$ cat src/rtl/swd_pkg.sv
package swd_pkg;
  typedef enum logic [2:0] {
    ST_IDLE, ST_HDR, ST_TRN, ST_ACK, ST_WTRN, ST_WDATA, ST_RDATA, ST_TEND
  } swd_state_e;

  localparam logic [2:0] ACK_OK    = 3'b001;
  localparam logic [2:0] ACK_WAIT  = 3'b010;
  localparam logic [2:0] ACK_FAULT = 3'b100;

  localparam int unsigned HDR_W = 8;
  localparam int unsigned ACK_W = 3;

  typedef struct packed {
    logic       apndp;
    logic       rnw;
    logic [1:0] addr;
  } swd_req_t;
endpackage

$ cat src/rtl/swd_parity.sv
module swd_parity #(
  parameter int unsigned W = 32
) (
  input  logic [W-1:0] d_i,
  output logic         par_o
);
  assign par_o = ^d_i;
endmodule

$ cat src/rtl/swd_hdr_dec.sv
module swd_hdr_dec
  import swd_pkg::*;
(
  input  logic [HDR_W-1:0] hdr_i,
  output logic             valid_o,
  output swd_req_t         req_o
);
  logic par_calc;

  assign req_o.apndp = hdr_i[1];
  assign req_o.rnw   = hdr_i[2];
  assign req_o.addr  = hdr_i[4:3];

  swd_parity #(.W(4)) u_par (
    .d_i   (hdr_i[4:1]),
    .par_o (par_calc)
  );

  assign valid_o = hdr_i[0] && !hdr_i[6] && hdr_i[7] && (par_calc == hdr_i[5]);
endmodule

$ cat src/rtl/swd_ack_sel.sv
module swd_ack_sel
  import swd_pkg::*;
(
  input  logic             apndp_i,
  input  logic [1:0]       addr_i,
  input  logic             ready_i,
  input  logic             error_i,
  input  logic             sticky_i,
  output logic [ACK_W-1:0] ack_o
);
  logic bypass;

  // debug-port register 0 stays reachable while faulted
  assign bypass = !apndp_i && (addr_i == 2'b00);

  always_comb begin
    if ((error_i || sticky_i) && !bypass) ack_o = ACK_FAULT;
    else if (!ready_i)                    ack_o = ACK_WAIT;
    else                                  ack_o = ACK_OK;
  end
endmodule

$ cat src/rtl/swd_target_engine.sv
module swd_target_engine
  import swd_pkg::*;
#(
  parameter int unsigned DW = 32
) (
  input  logic          swclk_i,
  input  logic          rst_ni,
  input  logic          swdio_i,
  output logic          swdio_o,
  output logic          swdio_oe_o,
  output logic          req_o,
  output logic          apndp_o,
  output logic          rnw_o,
  output logic [1:0]    addr_o,
  output logic [DW-1:0] wdata_o,
  input  logic [DW-1:0] rdata_i,
  input  logic          ready_i,
  input  logic          error_i
);
  localparam int unsigned CNT_W = $clog2(DW + 2);
  localparam int unsigned IDX_W = $clog2(DW);
  localparam logic [CNT_W-1:0] CNT_DW = CNT_W'(DW);
  localparam logic [CNT_W-1:0] CNT_DW1 = CNT_W'(DW + 1);

  swd_state_e       state_q;
  logic [CNT_W-1:0] cnt_q;
  logic [6:0]       hdr_sr_q;
  swd_req_t         cur_q;
  logic [ACK_W-1:0] ack_q;
  logic [DW-1:0]    sr_q;
  logic [DW-1:0]    post_q;
  logic             wr_err_q;
  logic             out_q;
  logic             oe_q;
  logic             req_q;

  logic             hdr_ok;
  swd_req_t         hdr_req;
  logic [ACK_W-1:0] ack_new;
  logic             sr_par;
  logic             is_abort;

  swd_hdr_dec u_dec (
    .hdr_i   ({swdio_i, hdr_sr_q}),
    .valid_o (hdr_ok),
    .req_o   (hdr_req)
  );

  swd_ack_sel u_ack (
    .apndp_i  (hdr_req.apndp),
    .addr_i   (hdr_req.addr),
    .ready_i  (ready_i),
    .error_i  (error_i),
    .sticky_i (wr_err_q),
    .ack_o    (ack_new)
  );

  swd_parity #(.W(DW)) u_dpar (
    .d_i   (sr_q),
    .par_o (sr_par)
  );

  assign is_abort = !cur_q.apndp && (cur_q.addr == 2'b00);

  always_ff @(posedge swclk_i or negedge rst_ni) begin
    if (!rst_ni) begin
      state_q  <= ST_IDLE;
      cnt_q    <= '0;
      hdr_sr_q <= '0;
      cur_q    <= '0;
      ack_q    <= '0;
      sr_q     <= '0;
      post_q   <= '0;
      wr_err_q <= 1'b0;
      out_q    <= 1'b0;
      oe_q     <= 1'b0;
      req_q    <= 1'b0;
    end else begin
      req_q <= 1'b0;
      unique case (state_q)
        ST_IDLE: begin
          oe_q <= 1'b0;
          if (swdio_i) begin
            hdr_sr_q <= 7'b1000000;
            cnt_q    <= CNT_W'(1);
            state_q  <= ST_HDR;
          end
        end
        ST_HDR: begin
          if (cnt_q == CNT_W'(7)) begin
            if (hdr_ok) begin
              cur_q   <= hdr_req;
              ack_q   <= ack_new;
              state_q <= ST_TRN;
              if (ack_new == ACK_OK && hdr_req.rnw) req_q <= 1'b1;
            end else begin
              state_q <= ST_IDLE;
            end
          end else begin
            hdr_sr_q <= {swdio_i, hdr_sr_q[6:1]};
            cnt_q    <= cnt_q + CNT_W'(1);
          end
        end
        ST_TRN: begin
          if (ack_q == ACK_OK && cur_q.rnw) begin
            // rdata_i is valid while the read strobe is high
            if (cur_q.apndp) begin
              sr_q   <= post_q;
              post_q <= rdata_i;
            end else begin
              sr_q <= rdata_i;
            end
          end
          oe_q    <= 1'b1;
          out_q   <= ack_q[0];
          cnt_q   <= CNT_W'(1);
          state_q <= ST_ACK;
        end
        ST_ACK: begin
          if (cnt_q < CNT_W'(3)) begin
            out_q <= ack_q[cnt_q[1:0]];
            cnt_q <= cnt_q + CNT_W'(1);
          end else if (ack_q == ACK_OK && cur_q.rnw) begin
            out_q   <= sr_q[0];
            cnt_q   <= CNT_W'(1);
            state_q <= ST_RDATA;
          end else if (ack_q == ACK_OK) begin
            oe_q    <= 1'b0;
            state_q <= ST_WTRN;
          end else begin
            oe_q    <= 1'b0;
            state_q <= ST_TEND;
          end
        end
        ST_RDATA: begin
          if (cnt_q < CNT_DW) begin
            out_q <= sr_q[cnt_q[IDX_W-1:0]];
            cnt_q <= cnt_q + CNT_W'(1);
          end else if (cnt_q == CNT_DW) begin
            out_q <= sr_par;
            cnt_q <= CNT_DW1;
          end else begin
            oe_q    <= 1'b0;
            state_q <= ST_TEND;
          end
        end
        ST_WTRN: begin
          cnt_q   <= '0;
          state_q <= ST_WDATA;
        end
        ST_WDATA: begin
          if (cnt_q < CNT_DW) begin
            sr_q[cnt_q[IDX_W-1:0]] <= swdio_i;
            cnt_q <= cnt_q + CNT_W'(1);
          end else begin
            if (sr_par == swdio_i) begin
              req_q <= 1'b1;
              if (is_abort) wr_err_q <= 1'b0;
            end else begin
              wr_err_q <= 1'b1;
            end
            state_q <= ST_IDLE;
          end
        end
        ST_TEND: state_q <= ST_IDLE;
        default: state_q <= ST_IDLE;
      endcase
    end
  end

  assign swdio_o    = out_q;
  assign swdio_oe_o = oe_q;
  assign req_o      = req_q;
  assign apndp_o    = cur_q.apndp;
  assign rnw_o      = cur_q.rnw;
  assign addr_o     = cur_q.addr;
  assign wdata_o    = sr_q;
endmodule

$ cat config.mk
export PLATFORM = sky130hd
export DESIGN_NAME = swd_target_engine
export DESIGN_NICKNAME = d
export VERILOG_FILES = /design/src/rtl/swd_pkg.sv /design/src/rtl/swd_parity.sv /design/src/rtl/swd_hdr_dec.sv /design/src/rtl/swd_ack_sel.sv /design/src/rtl/swd_target_engine.sv
export SDC_FILE = /design/constraint.sdc
export NUM_CORES = 1
export LEC_CHECK = 0
export BUFFER_PORTS_ARGS = -buffer_cell sky130_fd_sc_hd__buf_2
export CELL_PAD_IN_SITES_DETAIL_PLACEMENT = 2
export CELL_PAD_IN_SITES_GLOBAL_PLACEMENT = 2
export CORE_MARGIN = 3
export CORE_UTILIZATION = 30
export CTS_BUF_LIST = sky130_fd_sc_hd__clkbuf_8
export DETAILED_ROUTE_END_ITERATION = 16
export PLACE_DENSITY_LB_ADDON = 0.08
export SYNTH_ARGS = -nofsm -noshare
export SYNTH_HDL_FRONTEND = slang
export SYNTH_SLANG_ARGS = --single-unit
$ cat constraint.sdc
create_clock -name swclk_i -period 3.1 [get_ports swclk_i]
set_input_delay 0.775 -clock swclk_i [delete_from_list [all_inputs] [get_ports swclk_i]]
set_output_delay 0.775 -clock swclk_i [all_outputs]
set_load 0.05 [all_outputs]
After elaboration in Yosys (flattened, before gate mapping)
Index checks and enable logic that the tools add are counted.
- word-level logic and storage cells: 131
- flip-flop bits (word level): 91
- reductions and logical operators: 33
- order comparisons: 5
- bitwise logic cells: 1
- mux-type cells: 52
- $add $sub $neg: 1
- equality and inequality tests: 26
- operators with widths (operator ; count):
    $mux W32 ; 3
    $pmux W32 S2 ; 1
    $mux W6 ; 7
    $pmux W6 S7 ; 1
    $bwmux W32 ; 1
    $reduce_xor A32 Y1 ; 1
    $pmux W3 S8 ; 1
    $ne A2 B2 Y1 const B ; 11
    $mux W3 ; 7
    $mux W1 ; 18
    $reduce_and A3 Y1 ; 6
    $mux W7 ; 2
    $pmux W7 S2 ; 1
    $eq A3 B3 Y1 const B ; 4
    $reduce_and A6 Y1 ; 2
    $eq A3 B1 Y1 const B ; 3
    $logic_and A1 B1 Y1 ; 9
    $mux W2 ; 4
    $reduce_bool A7 Y1 ; 1
    $add A6 B1 Y6 const B ; 1
    $eq A3 B2 Y1 const B ; 2
    $eq A6 B3 Y1 const B ; 1
    $eq A6 B6 Y1 const B ; 1
    $lt A5 B6 Y1 const B ; 1
    other kinds (22) ; 29

Logic depth before layout (Yosys ltp)
Gate-level depths: netlist (run 1).
- depth in word-level cells: 11
- mapped depth: 12

By module
A second synthesis (run 1) with hierarchy kept.
- cells, all modules: 555
- area, all modules: 5604.1 um^2
- modules (own cells, without submodules) (module ; area an instance (um^2) ; times used ; sequential area each (um^2) ; cells an instance):
    swd_target_engine ; 5231.3 ; 1 ; 2277.2 ; 511
    swd_parity at u_dpar ; 271.5 ; 1 ; 0.0 ; 31
    swd_hdr_dec ; 52.6 ; 1 ; 0.0 ; 7
    swd_parity at u_dec.u_par ; 26.3 ; 1 ; 0.0 ; 3
    swd_ack_sel ; 22.5 ; 1 ; 0.0 ; 3

Worst setup path after synthesis (run 1)
No wires, ideal clock.
- kind: register -> register
- start: reg cnt_q[1]
- end: reg state_q[1]
- setup time: 125 ps
- slack: 453 ps
- clock period less this slack: 2647 ps
- cell stages (with the launch flop): 13
- arrival: 2521 ps
- data required time: 2975 ps
- path through: dfrtp_1 -> clkbuf_1 -> clkbuf_1 -> inv_1 -> ha_1 -> clkbuf_1 -> nor4b_2 -> o21ba_2 -> a31oi_1 -> nor3b_1 -> nand2_1 -> o21ai_0 -> o21ai_1
- word-level cells in the longest chain between the ends: 3
- elaborated cells between the ends (all ways): 10
- classes of those cells: 2 x order compare; 7 x eq/ne; 1 x reduce/logical
- RTL lines (what ; RTL line ; RTL):
    start, declared ; swd_target_engine.sv:26 ; logic [CNT_W-1:0] cnt_q;
    start signal, assigned ; swd_target_engine.sv:101 ; cnt_q <= cnt_q + CNT_W'(1);
    start signal, assigned ; swd_target_engine.sv:122 ; cnt_q <= cnt_q + CNT_W'(1);
    start signal, assigned ; swd_target_engine.sv:138 ; cnt_q <= cnt_q + CNT_W'(1);
    $lt A6 B6 Y1, or another cell as far along ; swd_target_engine.sv:136, swd_target_engine.sv:152 ;
    $ne A2 B2 Y1 (no line) ; -- ;
    $reduce_and A6 Y1 (no line) (*) ; -- ;
    end signal, assigned ; swd_target_engine.sv:144 ; state_q <= ST_TEND;
    end signal, assigned ; swd_target_engine.sv:149 ; state_q <= ST_WDATA;
    end signal, assigned ; swd_target_engine.sv:162 ; state_q <= ST_IDLE;
    end, declared ; swd_target_engine.sv:25 ; swd_state_e state_q;
Mark *: on every way between the ends. The rest lies on a longest branch, timed or not.
A chain may end at the register's enable or synchronous reset.

Worst setup path after layout (run 1)
Same ends and word-level chain as after synthesis.

==> out/results.ini, run 1 <==
[final_layout]
fill_cells = 1949
multi_input_area_um2 = 2990
final_common_cell = dfrtp_1
final-seq-area_um2 = 2280
final_cell_mix = 90 x dfrtp_1, 74 x buf_2, 45 x nor2_1, 38 x a21oi_1, 37 x mux2_2
synthToLayoutAreaGrowth_pct = 16.2
n_antenna_cell = 0
drive_gt1_share_pct = 26.9
final_net_count = 662

[die]
core-area_um2 = 17600
start_util_pct = 31.2
rows = 48
die_w_um = 141
design.die.area_um2 = 19900
ios = 76
die_y_um = 141

[sta]
post-route-period-util_pct = 81.4
fmax_mhz = 396
grt_setup_unrepaired = no
slew-limit-headroom_pct = 59.1
report.final.hold_viol_count = 0
clock_skew_ps = 10.7
setup_tns_ps = 0
slew_violations = 0
tightest_slew_ps = 614
setup_viol = 0
min_period_ps = 2520

[synth]
synth.cell_area_um2 = 5490
yosysSeqAreaShare_pct = 41.5
ys_types = 59
synth-seq-cells = 91
async_flop_share_pct = 100
postSynthAreaPerCell_um2 = 9.98
synth-edff-count = 0
yosys_warnings = 0
syn_inst = 550
syn_nets = 593
ys.flop_type = dfrtp_1

[placement]
dp_hpwl_um = 13300
numPortBuffers = 75
gp_congestion = 0.789

[clocking]
clockRootBuffer = clkbuf_8
cts_buffer_depth = 2
cts_resized = 0
worstSkewPairLatency_ps = 380
cts.sinks = 91
cts_tree = built
cts_setup_buffers = 0
cts_hold_buf = 0
cts_made_buffers = 9
htreeDepth = 3
clkTransAtPathRegs_ps = 100

[global_routing]
grt_pass1_vias = 5124
antenna_found_initial = 0
grt_usage_pct = 19.3
overflow = 0
grt_pass1_wl_um = 30000
grt_max_degree = 65

[worst_setup_path]
max_stage_delay_ps = 570
start_kind = flop
r2r_cells = 7
r2r_setup_slack_ps = 580
endpoint_kind = flop
r2r-start = cnt_q[1]
crit_arrival_ps = 2800
required_ps = 3370
cp_slowest_cell = dfrtp_1
crit_type = reg -> reg
path_cells = ha_1 -> nand4_1 -> and3_1 -> nor3b_1 -> nand2_1 -> o21ai_0 -> o21ai_1
r2r_end = state_q[1]
crit_fanout = 9

[power]
clockPowerShare_pct = 15.6
cellPowerDensity_nw_per_um2 = 857
p_int_mw = 2.86
p_total_mw = 5.46
p_leak_nw = 2.66
p_sw_mw = 2.60
p_comb_share_pct = 53.2
p_seq_share_pct = 31.1
ir_drop_mv = 0.412
netSwitchingFraction_pct = 47.6

[detailed_routing]
ant_nets = 0
wl_per_cell_um = 21.9
wl_um = 18600
first_pass_iters = 4
post_drt_via_cell_ratio = 5.48
drc = 0
drt_first_iter_violations = 195
vias = 4651

[job]
drv_cap = 0

[outcome]
status = completed

[hold_path]
min_path_type = in -> async

[critical path, delay by kind of cell (launching register included)]
family                   cells  cell delay (ps)
AO/OA/AOI/OAI                2              280
flip-flops                   1              570
adder cells (fa/ha/maj)      1              440
AND/OR/NAND/NOR              4             1140
[registers in the layout, summed over array words and instances, names as in the netlist]
signal / flops
hdr_sr_q: 7
rnw_o: 1
addr_o: 2
swdio_o: 1
wr_err_q: 1
ack_q: 3
state_q: 3
wdata_o: 32
apndp_o: 1
req_o: 1
cnt_q: 6
post_q: 32
swdio_oe_o: 1
[stage by stage]
step                std cells  cell area (um2)  worst slack (ps)  hold WS [ps]  utilization, %
CTS                       849             6370               629           307            36.2
global placement          833             6180               827           472            35.1
finish                    849             6370               575           306            36.2
floorplan                 550             5490               453           466               -
global route              849             6370               402           313            36.2
detailed placement        833             6180               672           477            35.1
[logic make-up (layout without fill, tap and decap cells)]
kind of cell / after synthesis / count (layout) / share of synthesized area [%]
xor+xnor: 35 / 35 / 5.59
simple gates: 133 / 133 / 12.0
compound gates: 150 / 150 / 18.4
flops: 91 / 91 / 41.5
buf+inv: 55 / 129 / 4.08
fa+ha+maj: 6 / 6 / 1.37
mux: 80 / 80 / 17.1
[synthesized netlist by cell type, types with 2 or more instances]
master    count  area share, %
buf_2         8           0.73
nand4_1       3           0.34
o21ai_0      26            2.4
o21a_1       22            3.0
o211ai_1      2           0.27
a31oi_1       6           0.68
nand2_1      35            2.4
nor2b_1       3           0.34
nor3_1        8           0.73
xor2_1        4           0.64
o22ai_1       2           0.23
inv_1        15            1.0
a21oi_1      39            3.6
a32o_1        2           0.36
o221ai_1     22            3.5
o22a_1        8            1.3
o31ai_1       4           0.55
dfrtp_1      91             42
nand2b_1      3           0.34
ha_1          6            1.4
mux2i_1      35            6.4
nand3b_1      3           0.41
and3_1        2           0.23
o21ai_1       3           0.27
a22o_1        6           0.96
mux2_2       37            7.6
xnor2_1      31            4.9
nand3_1      12            1.1
clkbuf_1     29            2.0
and2_1        3           0.34
mux4_2        7            2.9
nor2_1       46            3.1
[metal layers]
| layer | wire length, um | global-route usage, % | vias to the layer above |
|---|---|---|---|
| met4 | 255 | 4.49 | 0 |
| met2 | 9340 | 33.0 | 83 |
| met1 | 8450 | 26.0 | 2413 |
| li1 | - | - | 2142 |
| met5 | 0 | 0 | - |
| met3 | 561 | 2.58 | 13 |
[power groups by stage]
| stage | registers (mW) | logic, mW | clock network [mW] |
|---|---|---|---|
| after detailed placement | 1.73 | 2.93 | 0 |
| after global placement | 1.72 | 2.88 | 0 |
| final | 1.70 | 2.91 | 0.853 |
| after CTS | 1.70 | 2.96 | 0.892 |
| after global routing | 1.74 | 3.20 | 0.931 |
| after floorplan | 1.92 | 1.80 | 0 |
[layout make-up]
class                   instances  share of cell area (%)
well taps                     225                    4.42
clock inverters                 7                    1.10
repair buffers                 97                    8.91
inverters                      16                   0.942
multi-input cells             404                    46.9
clock buffers                   9                    1.94
flip-flops and latches         91                    35.7
[worst max path at each step]
stage              from     endpoint  slack (ps)  cells after the start
2_1_floorplan  cnt_q[1]   state_q[1]         450                     12
3_3_place_gp    swdio_i  wdata_o[29]         830                      7
3_5_place_dp   cnt_q[1]   state_q[1]         670                      7
4_1_cts        cnt_q[1]   state_q[1]         630                      7
5_1_grt        cnt_q[1]   state_q[1]         400                      7
6_report       cnt_q[1]   state_q[1]         580                      7
No activity file was read; power rests on OpenSTA's default activity.
==> run 2, diff against run 1 <==
==> constraint.sdc (replaced) <==
create_clock -name swclk_i -period 2.55 [get_ports swclk_i]
set_input_delay 0.6375 -clock swclk_i [delete_from_list [all_inputs] [get_ports swclk_i]]
set_output_delay 0.6375 -clock swclk_i [all_outputs]
set_load 0.05 [all_outputs]
==> out/results.ini, run 2 (synthesis results as in run 1) <==
[detailed_routing]
drc = 0  ; unchanged
ant_nets = 0  ; unchanged
first_pass_iters = 4  ; unchanged
wl_per_cell_um = 22.5  ; +2.8%
wl_um = 19400  ; +4.3%
post_drt_via_cell_ratio = 5.46  ; -0.41%
vias = 4703  ; +1.1%
drt_first_iter_violations = 199  ; +2.1%

[final_layout]
n_antenna_cell = 0  ; unchanged
fill_cells = 1913  ; -1.8%
final-seq-area_um2 = 2280  ; unchanged
final_net_count = 675  ; +2.0%
instances_no_fill = 862  ; +1.5%
final_common_cell = dfrtp_1
multi_input_area_um2 = 3010  ; +0.50%
drive_gt1_share_pct = 28.7  ; +1.8 points
synthToLayoutAreaGrowth_pct = 18.7
postLayoutCoreUtil_pct = 37.0  ; +0.78 points
final_cell_mix = 90 x dfrtp_1, 74 x buf_2, 45 x nor2_1, 38 x a21oi_1, 37 x mux2_2
finish.instance_area_um2 = 6510  ; +2.2%

[sta]
hold_ws_ps = 169  ; -137 ps
fmax_mhz = 432  ; +9.2%
post-route-period-util_pct = 90.7  ; +9.2 points
slew_violations = 0  ; unchanged
grt_setup_unrepaired = no
slew-limit-headroom_pct = 53.3  ; -5.8 points
tightest_slew_ps = 697  ; +83.3 ps
setup_tns_ps = 0  ; unchanged
min_period_ps = 2310  ; -212 ps
clock_skew_ps = 13.0  ; +2.35 ps
report.final.hold_viol_count = 0  ; unchanged
fin_ws_ps = 238  ; -338 ps
setup_viol = 0  ; unchanged

[placement]
numPortBuffers = 75  ; unchanged
dp_hpwl_um = 14200  ; +6.7%
gp_congestion = 0.830  ; +5.2%
placed_cell_area_um2 = 6270  ; +1.5%
place_ws_ps = 89.0  ; -583 ps
place_inst = 846  ; +1.6%

[die]
ios = 76  ; unchanged
rows = 48  ; unchanged
core-area_um2 = 17600  ; unchanged
die_w_um = 141  ; unchanged
start_util_pct = 31.2  ; unchanged
die_y_um = 141  ; unchanged
design.die.area_um2 = 19900  ; unchanged

[global_routing]
grt_usage_pct = 20.3  ; +1.0 points
overflow = 0  ; unchanged
grt_pass1_wl_um = 31500  ; +4.8%
antenna_found_initial = 0  ; unchanged
grt_pass1_vias = 5236  ; +2.2%
grt_max_degree = 46  ; -29%

[clocking]
htreeDepth = 3  ; unchanged
clockRootBuffer = clkbuf_8
cts_setup_buffers = 0  ; unchanged
cts_buffer_depth = 2  ; unchanged
cts_tree = built
cts.sinks = 91  ; unchanged
cts_made_buffers = 9  ; unchanged
cts_hold_buf = 0  ; unchanged
worstSkewPairLatency_ps = 380  ; about the same
clkTransAtPathRegs_ps = 110  ; about the same

[power]
p_total_mw = 6.92  ; +27%
p_sw_mw = 3.21  ; +23%
p_seq_share_pct = 29.2  ; -1.9 points
cellPowerDensity_nw_per_um2 = 1060  ; +24%
p_int_mw = 3.71  ; +30%
netSwitchingFraction_pct = 46.4  ; -1.2 points
clockPowerShare_pct = 17.3  ; +1.7 points
p_comb_share_pct = 53.5  ; +0.3 points
ir_drop_mv = 0.439  ; +6.5%
p_leak_nw = 2.74  ; +3.0%

[worst_setup_path]
endpoint_kind = flop
max_stage_delay_ps = 430  ; -140 ps
crit_arrival_ps = 2590  ; -210 ps
start_kind = flop
required_ps = 2830  ; -540 ps
path_cells = nor3b_2 -> nand2_1 -> nor3_4 -> a21oi_2 -> buf_4 -> nor2_1 -> o221ai_1 -> o21a_1
r2r_cells = 8  ; +1
cp_slowest_cell = dfrtp_1
crit_type = reg -> reg
crit_fanout = 17  ; +8

[hold_path]
min_path_type = in -> async

[outcome]
status = completed

[job]
drv_cap = 0  ; unchanged

==> run 2: cell types whose count changed in the layout (fill, tap and decap cells not counted), sizes merged <==
cell and change:
bufinv +1, clkbuf +1, inv -1, buf +13
clkinvlp -1
==> run 2: timing repair <==
| item | 4_1_cts | 5_1_grt |
|---|---|---|
| setup endpoints to repair | 0 | 44 |
| resized for setup | 0 | 1 |
| endpoints found under the hold margin | 0 | 0 |
==> run 2: per-layer routing <==
| metal | vias up | track usage [%] | routed length, um |
|---|---|---|---|
| li1 | 2164 | - | - |
| met1 | 2434 | 27.0 | 8710 |
| met2 | 89 | 35.3 | 9900 |
| met3 | 16 | 2.75 | 596 |
| met4 | 0 | 4.23 | 217 |
| met5 | - | 0 | 0 |
==> run 2: cell type report <==
class,instances,area share [%]
sequential,91,35.0
multi-input combinational,404,46.2
clock buffer,10,2.11
inverter,16,0.922
clock inverter,6,1.44
tap,225,4.32
timing repair buffer,110,10.0
==> run 2: worst max-delay path, delay by kind of cell (launching register included) <==
kind	cells	cell delay [ps]
buf+inv	1	230
compound gates	3	410
simple gates	4	1140
flops	1	430
==> run 2: worst paths after layout <==
| kind | to | slack [ps] | startpoint |
|---|---|---|---|
| max | wdata_o[8] | 240 | ack_q[0] |
| max reg2reg | wdata_o[8] | 240 | ack_q[0] |
| max in group asynchronous | wdata_o[9] | 1730 | rst_ni |
| min reg2reg | hdr_sr_q[5] | 510 | hdr_sr_q[6] |
| min in group swclk_i | post_q[30] | 490 | rdata_i[30] |
| min | post_q[30] | 170 | rst_ni |
==> run 2: power groups by stage <==
stage	registers, mW	clock network, mW	logic [mW]
after global routing	2.06	1.30	4.04
final	2.02	1.20	3.70
after CTS	2.02	1.25	3.76
after global placement	2.03	0	3.67
after floorplan	2.34	0	2.20
after detailed placement	2.04	0	3.74
